[src/rtl/wiper_pkg.sv]
package wiper_pkg;
    localparam int BYTE_W  = 8;
    localparam int WIPER_W = BYTE_W - 1;
    localparam int CNT_W   = $clog2(BYTE_W);

    typedef enum logic [2:0] {
        ST_IDLE,
        ST_ADDR,
        ST_AACK,
        ST_WDATA,
        ST_WACK,
        ST_RDATA,
        ST_RACK,
        ST_SKIP
    } bus_st_e;

    typedef struct packed {
        bus_st_e              st;
        logic [CNT_W-1:0]     cnt;
        logic [BYTE_W-1:0]    sh;
        logic                 ack_ph;
        logic                 rd;
        logic                 more;
        logic                 pull;
        logic [WIPER_W-1:0]   wiper;
    } eng_t;
endpackage

[src/rtl/i2c_line_sync.sv]
module i2c_line_sync #(
    parameter int STAGES = 2
) (
    input  logic clk,
    input  logic rst_n,
    input  logic scl_i,
    input  logic sda_i,
    output logic scl_s,
    output logic sda_s,
    output logic scl_rise,
    output logic scl_fall,
    output logic start_det,
    output logic stop_det
);
    typedef struct packed {
        logic [STAGES-1:0] scl_chain;
        logic [STAGES-1:0] sda_chain;
        logic              scl_prev;
        logic              sda_prev;
    } sync_t;

    sync_t s_d, s_q;

    always_comb begin
        s_d = s_q;
        s_d.scl_chain = {s_q.scl_chain[STAGES-2:0], scl_i};
        s_d.sda_chain = {s_q.sda_chain[STAGES-2:0], sda_i};
        s_d.scl_prev  = s_q.scl_chain[STAGES-1];
        s_d.sda_prev  = s_q.sda_chain[STAGES-1];
    end

    always_ff @(posedge clk or negedge rst_n) begin
        if (!rst_n) s_q <= '1;
        else        s_q <= s_d;
    end

    assign scl_s     = s_q.scl_chain[STAGES-1];
    assign sda_s     = s_q.sda_chain[STAGES-1];
    assign scl_rise  = scl_s & ~s_q.scl_prev;
    assign scl_fall  = ~scl_s & s_q.scl_prev;
    assign start_det = scl_s & s_q.scl_prev & s_q.sda_prev & ~sda_s;
    assign stop_det  = scl_s & s_q.scl_prev & ~s_q.sda_prev & sda_s;
endmodule

[src/rtl/wiper_bus_engine.sv]
module wiper_bus_engine
    import wiper_pkg::*;
#(
    parameter logic [WIPER_W-1:0] TARGET_ADDR = 7'h2F,
    parameter logic [WIPER_W-1:0] RESET_WIPER = 7'h40
) (
    input  logic               clk,
    input  logic               rst_n,
    input  logic               sda_s,
    input  logic               scl_rise,
    input  logic               scl_fall,
    input  logic               start_det,
    input  logic               stop_det,
    output logic               pull,
    output logic [WIPER_W-1:0] wiper
);
    localparam logic [CNT_W-1:0] LAST_BIT = CNT_W'(BYTE_W - 1);
    localparam eng_t RST_ENG = '{
        st:     ST_IDLE,
        cnt:    '0,
        sh:     '0,
        ack_ph: 1'b0,
        rd:     1'b0,
        more:   1'b0,
        pull:   1'b0,
        wiper:  RESET_WIPER
    };

    eng_t e_d, e_q;

    always_comb begin
        e_d = e_q;
        if (start_det) begin
            e_d.st     = ST_ADDR;
            e_d.cnt    = '0;
            e_d.ack_ph = 1'b0;
            e_d.pull   = 1'b0;
        end else if (stop_det) begin
            e_d.st     = ST_IDLE;
            e_d.ack_ph = 1'b0;
            e_d.pull   = 1'b0;
        end else begin
            unique case (e_q.st)
                ST_ADDR, ST_WDATA: begin
                    if (scl_rise) begin
                        e_d.sh  = {e_q.sh[BYTE_W-2:0], sda_s};
                        e_d.cnt = e_q.cnt + 1'b1;
                        if (e_q.cnt == LAST_BIT) begin
                            e_d.ack_ph = 1'b0;
                            if (e_q.st == ST_WDATA) begin
                                e_d.st = ST_WACK;
                            end else if (e_q.sh[WIPER_W-1:0] == TARGET_ADDR) begin
                                e_d.st = ST_AACK;
                                e_d.rd = sda_s;
                            end else begin
                                e_d.st = ST_SKIP;
                            end
                        end
                    end
                end
                ST_AACK: begin
                    if (scl_fall) begin
                        if (!e_q.ack_ph) begin
                            e_d.pull   = 1'b1;
                            e_d.ack_ph = 1'b1;
                        end else begin
                            e_d.ack_ph = 1'b0;
                            e_d.cnt    = '0;
                            if (e_q.rd) begin
                                e_d.st   = ST_RDATA;
                                e_d.sh   = {1'b0, e_q.wiper};
                                e_d.pull = 1'b1;
                            end else begin
                                e_d.st   = ST_WDATA;
                                e_d.pull = 1'b0;
                            end
                        end
                    end
                end
                ST_WACK: begin
                    if (scl_fall) begin
                        if (!e_q.ack_ph) begin
                            e_d.pull   = 1'b1;
                            e_d.ack_ph = 1'b1;
                            e_d.wiper  = e_q.sh[WIPER_W-1:0];
                        end else begin
                            e_d.pull   = 1'b0;
                            e_d.ack_ph = 1'b0;
                            e_d.cnt    = '0;
                            e_d.st     = ST_WDATA;
                        end
                    end
                end
                ST_RDATA: begin
                    if (scl_fall) begin
                        if (e_q.cnt == LAST_BIT) begin
                            e_d.pull = 1'b0;
                            e_d.cnt  = '0;
                            e_d.more = 1'b0;
                            e_d.st   = ST_RACK;
                        end else begin
                            e_d.cnt  = e_q.cnt + 1'b1;
                            e_d.sh   = {e_q.sh[BYTE_W-2:0], 1'b0};
                            e_d.pull = ~e_q.sh[BYTE_W-2];
                        end
                    end
                end
                ST_RACK: begin
                    if (scl_rise) begin
                        e_d.more = ~sda_s;
                    end else if (scl_fall) begin
                        if (e_q.more) begin
                            e_d.st   = ST_RDATA;
                            e_d.sh   = {1'b0, e_q.wiper};
                            e_d.pull = 1'b1;
                            e_d.cnt  = '0;
                        end else begin
                            e_d.st = ST_SKIP;
                        end
                    end
                end
                default: begin
                    e_d.pull = 1'b0;
                end
            endcase
        end
    end

    always_ff @(posedge clk or negedge rst_n) begin
        if (!rst_n) e_q <= RST_ENG;
        else        e_q <= e_d;
    end

    assign pull  = e_q.pull;
    assign wiper = e_q.wiper;
endmodule

[src/rtl/wiper_i2c_target.sv]
module wiper_i2c_target
    import wiper_pkg::*;
#(
    parameter logic [WIPER_W-1:0] TARGET_ADDR = 7'h2F,
    parameter logic [WIPER_W-1:0] RESET_WIPER = 7'h40,
    parameter int                 SYNC_STAGES = 2
) (
    input  logic               clk,
    input  logic               rst_n,
    input  logic               scl_i,
    input  logic               sda_i,
    output logic               sda_pull_o,
    output logic [WIPER_W-1:0] wiper_o
);
    logic scl_s, sda_s, scl_rise, scl_fall, start_det, stop_det;

    i2c_line_sync #(
        .STAGES(SYNC_STAGES)
    ) u_sync (
        .clk       (clk),
        .rst_n     (rst_n),
        .scl_i     (scl_i),
        .sda_i     (sda_i),
        .scl_s     (scl_s),
        .sda_s     (sda_s),
        .scl_rise  (scl_rise),
        .scl_fall  (scl_fall),
        .start_det (start_det),
        .stop_det  (stop_det)
    );

    wiper_bus_engine #(
        .TARGET_ADDR(TARGET_ADDR),
        .RESET_WIPER(RESET_WIPER)
    ) u_engine (
        .clk       (clk),
        .rst_n     (rst_n),
        .sda_s     (sda_s),
        .scl_rise  (scl_rise),
        .scl_fall  (scl_fall),
        .start_det (start_det),
        .stop_det  (stop_det),
        .pull      (sda_pull_o),
        .wiper     (wiper_o)
    );
endmodule

[config.mk]
export PLATFORM = sky130hd
export DESIGN_NAME = wiper_i2c_target
export DESIGN_NICKNAME = d
export VERILOG_FILES = /design/src/rtl/wiper_pkg.sv /design/src/rtl/i2c_line_sync.sv /design/src/rtl/wiper_bus_engine.sv /design/src/rtl/wiper_i2c_target.sv
export SDC_FILE = /design/constraint.sdc
export NUM_CORES = 1
export LEC_CHECK = 0
export CORE_MARGIN = 4
export CORE_UTILIZATION = 40
export DETAILED_ROUTE_END_ITERATION = 10
export PLACE_DENSITY_LB_ADDON = 0.12
export REMOVE_ABC_BUFFERS = 1
export SYNTH_ARGS = -nofsm -noshare
export SYNTH_HDL_FRONTEND = slang
export SYNTH_SLANG_ARGS = --single-unit
[constraint.sdc]
create_clock -name clk -period 5.87 [get_ports clk]
set_input_delay 0.8805 -clock clk [delete_from_list [all_inputs] [get_ports clk]]
set_output_delay 0.8805 -clock clk [all_outputs]
set_load 0.01 [all_outputs]
==> results of run 1 <==
[placed cells by master (no fill, tap or decap), drive strengths merged, types with 3 or more instances in the layout]
master and instances:
a22o 6, nor2b 6, a21oi 8, nor4 3, clkbuf 6, nand2b 4
dfrtp 23, o21ai 14, nand2 8, nand3b 3, nor2 10, clkdlybuf4s50 11
dfstp 7, nor3 5, mux2 21, inv 4
[synthesized netlist by cell type (2+ instances only)]
library cell	count	area, um^2
a31oi_1	2	12.5
ha_1	2	25.0
nor4b_1	2	17.5
a311o_1	2	20.0
dfstp_2	7	184
nand3b_1	3	22.5
inv_1	4	15.0
mux2_4	7	105
nor2b_1	5	31.3
o21ai_0	12	60.1
buf_6	3	33.8
nor4_1	3	18.8
nand2_1	8	30.0
buf_4	7	52.6
or3_1	2	12.5
a21oi_1	8	40.0
buf_2	3	15.0
o22ai_1	2	12.5
clkbuf_1	7	26.3
mux2i_1	2	20.0
nor3b_1	2	15.0
nand3_1	2	10.0
mux2_1	3	33.8
mux2_2	11	124
nand2b_1	4	25.0
nor3_1	5	25.0
a22o_1	6	52.6
o21ai_1	2	10.0
nor2_1	10	37.5
dfrtp_1	23	576
nor4bb_1	2	20.0
[kinds of logic (layout without fill, tap and decap cells)]
kind of cell,after synthesis,count (layout),synth area share
adders and majority gates,2,2,0.0136
and+or+nand+nor,53,53,0.169
AOI/OAI and AO/OA,45,45,0.167
muxes,23,23,0.154
DFF,30,30,0.413
buffers and inverters,25,25,0.0796
xor gates and xnor gates,1,1,0.00476
[critical path, delay by kind of cell, from the launching register on]
family           cells  cell delay, ns
multiplexers         1            0.37
AO/OA/AOI/OAI        1            0.31
AND/OR/NAND/NOR      2            0.96
flip-flops           1            0.82
[sequential cells by signal (all words and copies together) (netlist names)]
register and count:
u_sync.s_q 2, u_engine.e_q 16, u_engine.pull 1, u_engine.wiper 7
u_sync.s_d 2, u_sync.scl_s 1, u_sync.sda_s 1
[metal layers]
layer / global-route usage / part of all wire / vias up
met1: 0.211 / 0.48 / 674
met2: 0.220 / 0.47 / 36
met5: 0 / 0 / -
met4: 0.0544 / 0.0084 / 0
met3: 0.0369 / 0.047 / 4
li1: - / - / 658
[layout make-up]
cell class	instances	area share
sequential	30	0.379
inverter	5	0.00936
clock inverter	2	0.0187
timing repair buffer	12	0.0587
clock buffer	6	0.0362
multi-input combinational	124	0.466
tap	52	0.0325
[where the power goes]
part | total (uW) | leakage (uW) | internal (uW) | switching (uW)
registers | 330 | 0.000387 | 244 | 85.7
logic | 330 | 0.000418 | 163 | 167
clock network | 202 | 0.0000514 | 126 | 75.5
[path summary, 6_finish.rpt]
kind	startpoint	end	slack [ns]	cells past startpoint
hold reg to reg	u_sync.s_d[3]$_DFF_PN1_	u_sync.sda_s$_DFF_PN1_	0.36	0
hold / removal	u_sync.s_d[3]$_DFF_PN1_	u_sync.sda_s$_DFF_PN1_	0.36	0
setup reg to reg	u_engine.e_q[22]$_DFFE_PN0P_	u_engine.e_q[16]$_DFFE_PN0P_	3.29	4
max in group asynchronous	rst_n	u_sync.sda_s$_DFF_PN1_	4.56	2
setup / recovery	u_engine.e_q[22]$_DFFE_PN0P_	u_engine.e_q[16]$_DFFE_PN0P_	3.29	4
min in group asynchronous	rst_n	u_engine.e_q[23]$_DFFE_PN0P_	0.98	2
[through the flow]
stage,instance area (um^2),instances,util
after floorplan,1710,159,-
after global placement,1890,223,0.429
after detailed placement,1890,223,0.429
after CTS,2000,231,0.454
after global routing,2000,231,0.454
final,2000,231,0.454
==> flow_metrics.tcl, run 1 <==
set metrics [dict create \
    status "complete, no violations" \
    leakage_uw 0.000856 \
    rsz0062_at_grt "no" \
    required_ns 6.03 \
    wl_per_cell_um 16.0 \
    holdBufCountCts 0 \
    setup_viol 0 \
    worst_slack_ns 3.29 \
    core_area_um2 4410 \
    grt_overflow 0 \
    dr_total_vias 1372 \
    start_kind "flop" \
    io_pins 12 \
    cts.sinks 30 \
    ir_drop_uv 155 \
    register_area_um2 759 \
    ys_seq_area_frac 0.413 \
    clockBufferDepth 2 \
    grt_max_degree 31 \
    synth.distinct_cells 49 \
    powerDensity_nw_per_um2 430 \
    cp_cell_sequence "nor2b_4 > a32o_1 > or4_1 > mux2_4" \
    die_x_um 75.8 \
    final.fill_count 405 \
    finalHoldViolations 0 \
    cts_resized 0 \
    cts_setup_buffers 0 \
    postSynthCellCount 179 \
    finalPower_uw 862 \
    cts-root-buf "clkbuf_8" \
    grt_pass1_wl_mm 6.40 \
    num_antenna_cells 0 \
    skew_ns 0.00770 \
    worstPathArrival_ns 2.74 \
    path_clk_slew_ns 0.07 \
    setup-tns-final_ns 0 \
    crit_type "flop to flop" \
    ys_ff_latch 30 \
    routed_wl_mm 3.70 \
    synth-edff-count 0 \
    hold_ws_ns 0.357 \
    tightest_slew_ns 0.737 \
    max_clock_freq_mhz 387 \
    syn_to_final_growth_pct 8.98 \
    cts_buffers 5 \
    drtAntennaViolNets 0 \
    drtPass1Iterations 4 \
    timing.final.crit_period_ns 2.58 \
    hpwl_mm 2.55 \
    fin_nets 184 \
    cp_slowest_cell "dfrtp_1" \
    cp-end-kind "flop" \
    antenna_found_initial 0 \
    track_usage 0.149 \
    synth_area_per_cell_um2 10.3 \
    timing.final.crit_share 0.440 \
    worst_path_largest_cell_delay_ns 0.82 \
    h-tree-depth 2 \
    clk_latency_ns 0.28 \
    start_util 0.417 \
    synth_area_um2 1840 \
    viasPerCell 5.94 \
    maxCapViolations 0 \
    place_ws_ns 3.31 \
    fp-row-count 24 \
    drc 0 \
    gp_congestion 0.850 \
    hold_path.class "flop to flop" \
    die_h_um 75.8 \
    port_buffers 11 \
    synthArstFlopShare 1.00 \
    yosysWarnings 0 \
    drive_above_1_share 0.190 \
    maxSlewHeadroom 0.509 \
    crit_fanout 24 \
    cts_tree "built" \
    drtIter0Drc 226 \
    grt_pass1_vias 1300 \
    final_max_slew_viol_count 0 \
    die-area_um2 5750 \
    multi_input_area_um2 933 \
    synth-main-ff-cell "dfrtp_1" \
]
No activity file was read; power rests on OpenSTA's default activity.
==> inputs of run 2 (changes only) <==
==> constraint.sdc (replaced) <==
create_clock -name clk -period 2.42 [get_ports clk]
set_input_delay 0.363 -clock clk [delete_from_list [all_inputs] [get_ports clk]]
set_output_delay 0.363 -clock clk [all_outputs]
set_load 0.01 [all_outputs]
==> run 2 against run 1 <==
Compared with the run above:
- hold slack got worse by 0.0027 ns
- sequential share of layout area decreased by 1.6 points
- clock power increased by 100%
- die area unchanged
- clock skew decreased by 0.00086 ns
- combinational power increased to 3.1 times the previous value
- final cell count increased by 6.1%
- largest cell class unchanged
==> flow_metrics.tcl, run 2 (synthesized netlist as in run 1, its figures left out) <==
set metrics [dict create \
    cts_buffers 5 \
    largest_register "u_engine.e_q" \
    p_int_uw 1320 \
    clkPwrFrac 0.189 \
    met2_usage 0.238 \
    final.fill_count 408 \
    grt_max_degree 31 \
    cp_slowest_cell "dfrtp_1" \
    cts-root-buf "clkbuf_8" \
    cts_resized 0 \
    multi_input_area_um2 933 \
    gr-usage-met1 0.226 \
    drtAntennaViolNets 0 \
    cts_tree "built" \
    skew_ns 0.00684 \
    start_util 0.417 \
    die-area_um2 5750 \
    largest_reg_flops 16 \
    grt_pass1_wl_mm 6.98 \
    io_pins 12 \
    clk_latency_ns 0.28 \
    fp-row-count 24 \
    required_ns 2.59 \
    final_common_cell "dfrtp_1" \
    rsz0062_at_grt "no" \
    p_comb_frac 0.466 \
    crit_fanout 9 \
    h-tree-depth 2 \
    start_kind "flop" \
    cts.sinks 30 \
    register_area_um2 759 \
    dr_total_vias 1421 \
    antenna_found_initial 0 \
    routed_wl_mm 4.03 \
    p_switching_uw 845 \
    crit_type "flop to flop" \
    viasPerCell 5.80 \
    hold_path.class "flop to flop" \
    wl_per_cell_um 16.4 \
    status "complete, no violations" \
    path_clk_slew_ns 0.07 \
    tightest_slew_ns 0.657 \
    maxSlewHeadroom 0.561 \
    cp_cell_sequence "nor2b_4 > buf_4 > a21o_1 > a311o_1 > a21oi_1 > mux2_2" \
    final_max_slew_viol_count 0 \
    setup_viol 0 \
    timing.final.crit_period_ns 2.19 \
    finalHoldViolations 0 \
    busiest_layer "met2" \
    cp-end-kind "flop" \
    holdBufCountCts 0 \
    syn_to_final_growth_pct 13.7 \
    die_h_um 75.8 \
    fin_nets 198 \
    timing.final.crit_share 0.906 \
    gp_congestion 0.889 \
    die_x_um 75.8 \
    worstPathArrival_ns 2.36 \
    layout_common_cells "dfrtp_1, buf_4, o21ai_0" \
    use_met3 0.0435 \
    ir_drop_uv 473 \
    drive_above_1_share 0.249 \
    cts_setup_buffers 0 \
    powerDensity_nw_per_um2 1040 \
    drtPass1Iterations 4 \
    clockBufferDepth 2 \
    setup-tns-final_ns 0 \
    worst_path_largest_cell_delay_ns 0.49 \
    core_area_um2 4410 \
    maxCapViolations 0 \
    leakage_uw 0.000922 \
    hpwl_mm 2.92 \
    drc 0 \
    grt_overflow 0 \
    drtIter0Drc 123 \
    num_antenna_cells 0 \
    max_clock_freq_mhz 456 \
    final_util 0.474 \
    hold_ws_ns 0.355 \
    grt_pass1_vias 1434 \
    track_usage 0.163 \
    port_buffers 11 \
    switching_share 0.390 \
    seqPwrFrac 0.345 \
]
run 2: path summary, 6_finish.rpt:
path,start,to,slack (ns),depth (start not counted)
max in group asynchronous,rst_n,u_engine.wiper[6]$_DFFE_PN1P_,1.62,2
hold reg to reg,u_sync.s_d[5]$_DFF_PN1_,u_sync.scl_s$_DFF_PN1_,0.35,0
setup / recovery,u_engine.e_q[23]$_DFFE_PN0P_,u_engine.e_q[23]$_DFFE_PN0P_,0.23,6
setup reg to reg,u_engine.e_q[23]$_DFFE_PN0P_,u_engine.e_q[23]$_DFFE_PN0P_,0.23,6
min in group asynchronous,rst_n,u_engine.wiper[5]$_DFFE_PN0P_,0.47,2
hold / removal,u_sync.s_d[5]$_DFF_PN1_,u_sync.scl_s$_DFF_PN1_,0.35,0
run 2: critical path, delay by kind of cell (launching register included):
kind	cells	cell delay [ns]
AOI/OAI and AO/OA	3	0.84
muxes	1	0.38
DFF	1	0.49
and+or+nand+nor	1	0.19
buffers and inverters	1	0.18
run 2: per-stage QoR:
step	setup WS, ns	cells	area, um^2	power [uW]
4_1_cts	0.207	245	2090	2180
3_5_place_dp	0.208	237	2000	1760
6_report	0.228	245	2090	2170
3_3_place_gp	0.193	237	2000	1760
5_1_grt	0.0850	245	2090	2340
2_1_floorplan	0.145	159	1710	1380
run 2: area by class of cell:
| class | instances | share of cell area |
|---|---|---|
| Inverter | 5 | 0.00898 |
| Tap cell | 52 | 0.0311 |
| Clock buffer | 7 | 0.0413 |
| Multi-Input combinational cell | 124 | 0.446 |
| Clock inverter | 1 | 0.00239 |
| Sequential cell | 30 | 0.363 |
| Timing Repair Buffer | 26 | 0.107 |
run 2: power by group through the flow:
stage	combinational, uW	clock [uW]	sequential (uW)
2_1_floorplan	625	0	755
3_3_place_gp	1000	0	755
3_5_place_dp	1010	0	755
4_1_cts	1010	421	746
5_1_grt	1120	453	768
6_report	1010	410	748
run 2: layer usage:
metal  part of all wire  wire length (um)
met1               0.48              1940
met2               0.46              1840
met3              0.036               144
met4              0.027               108
met5                  0                 0
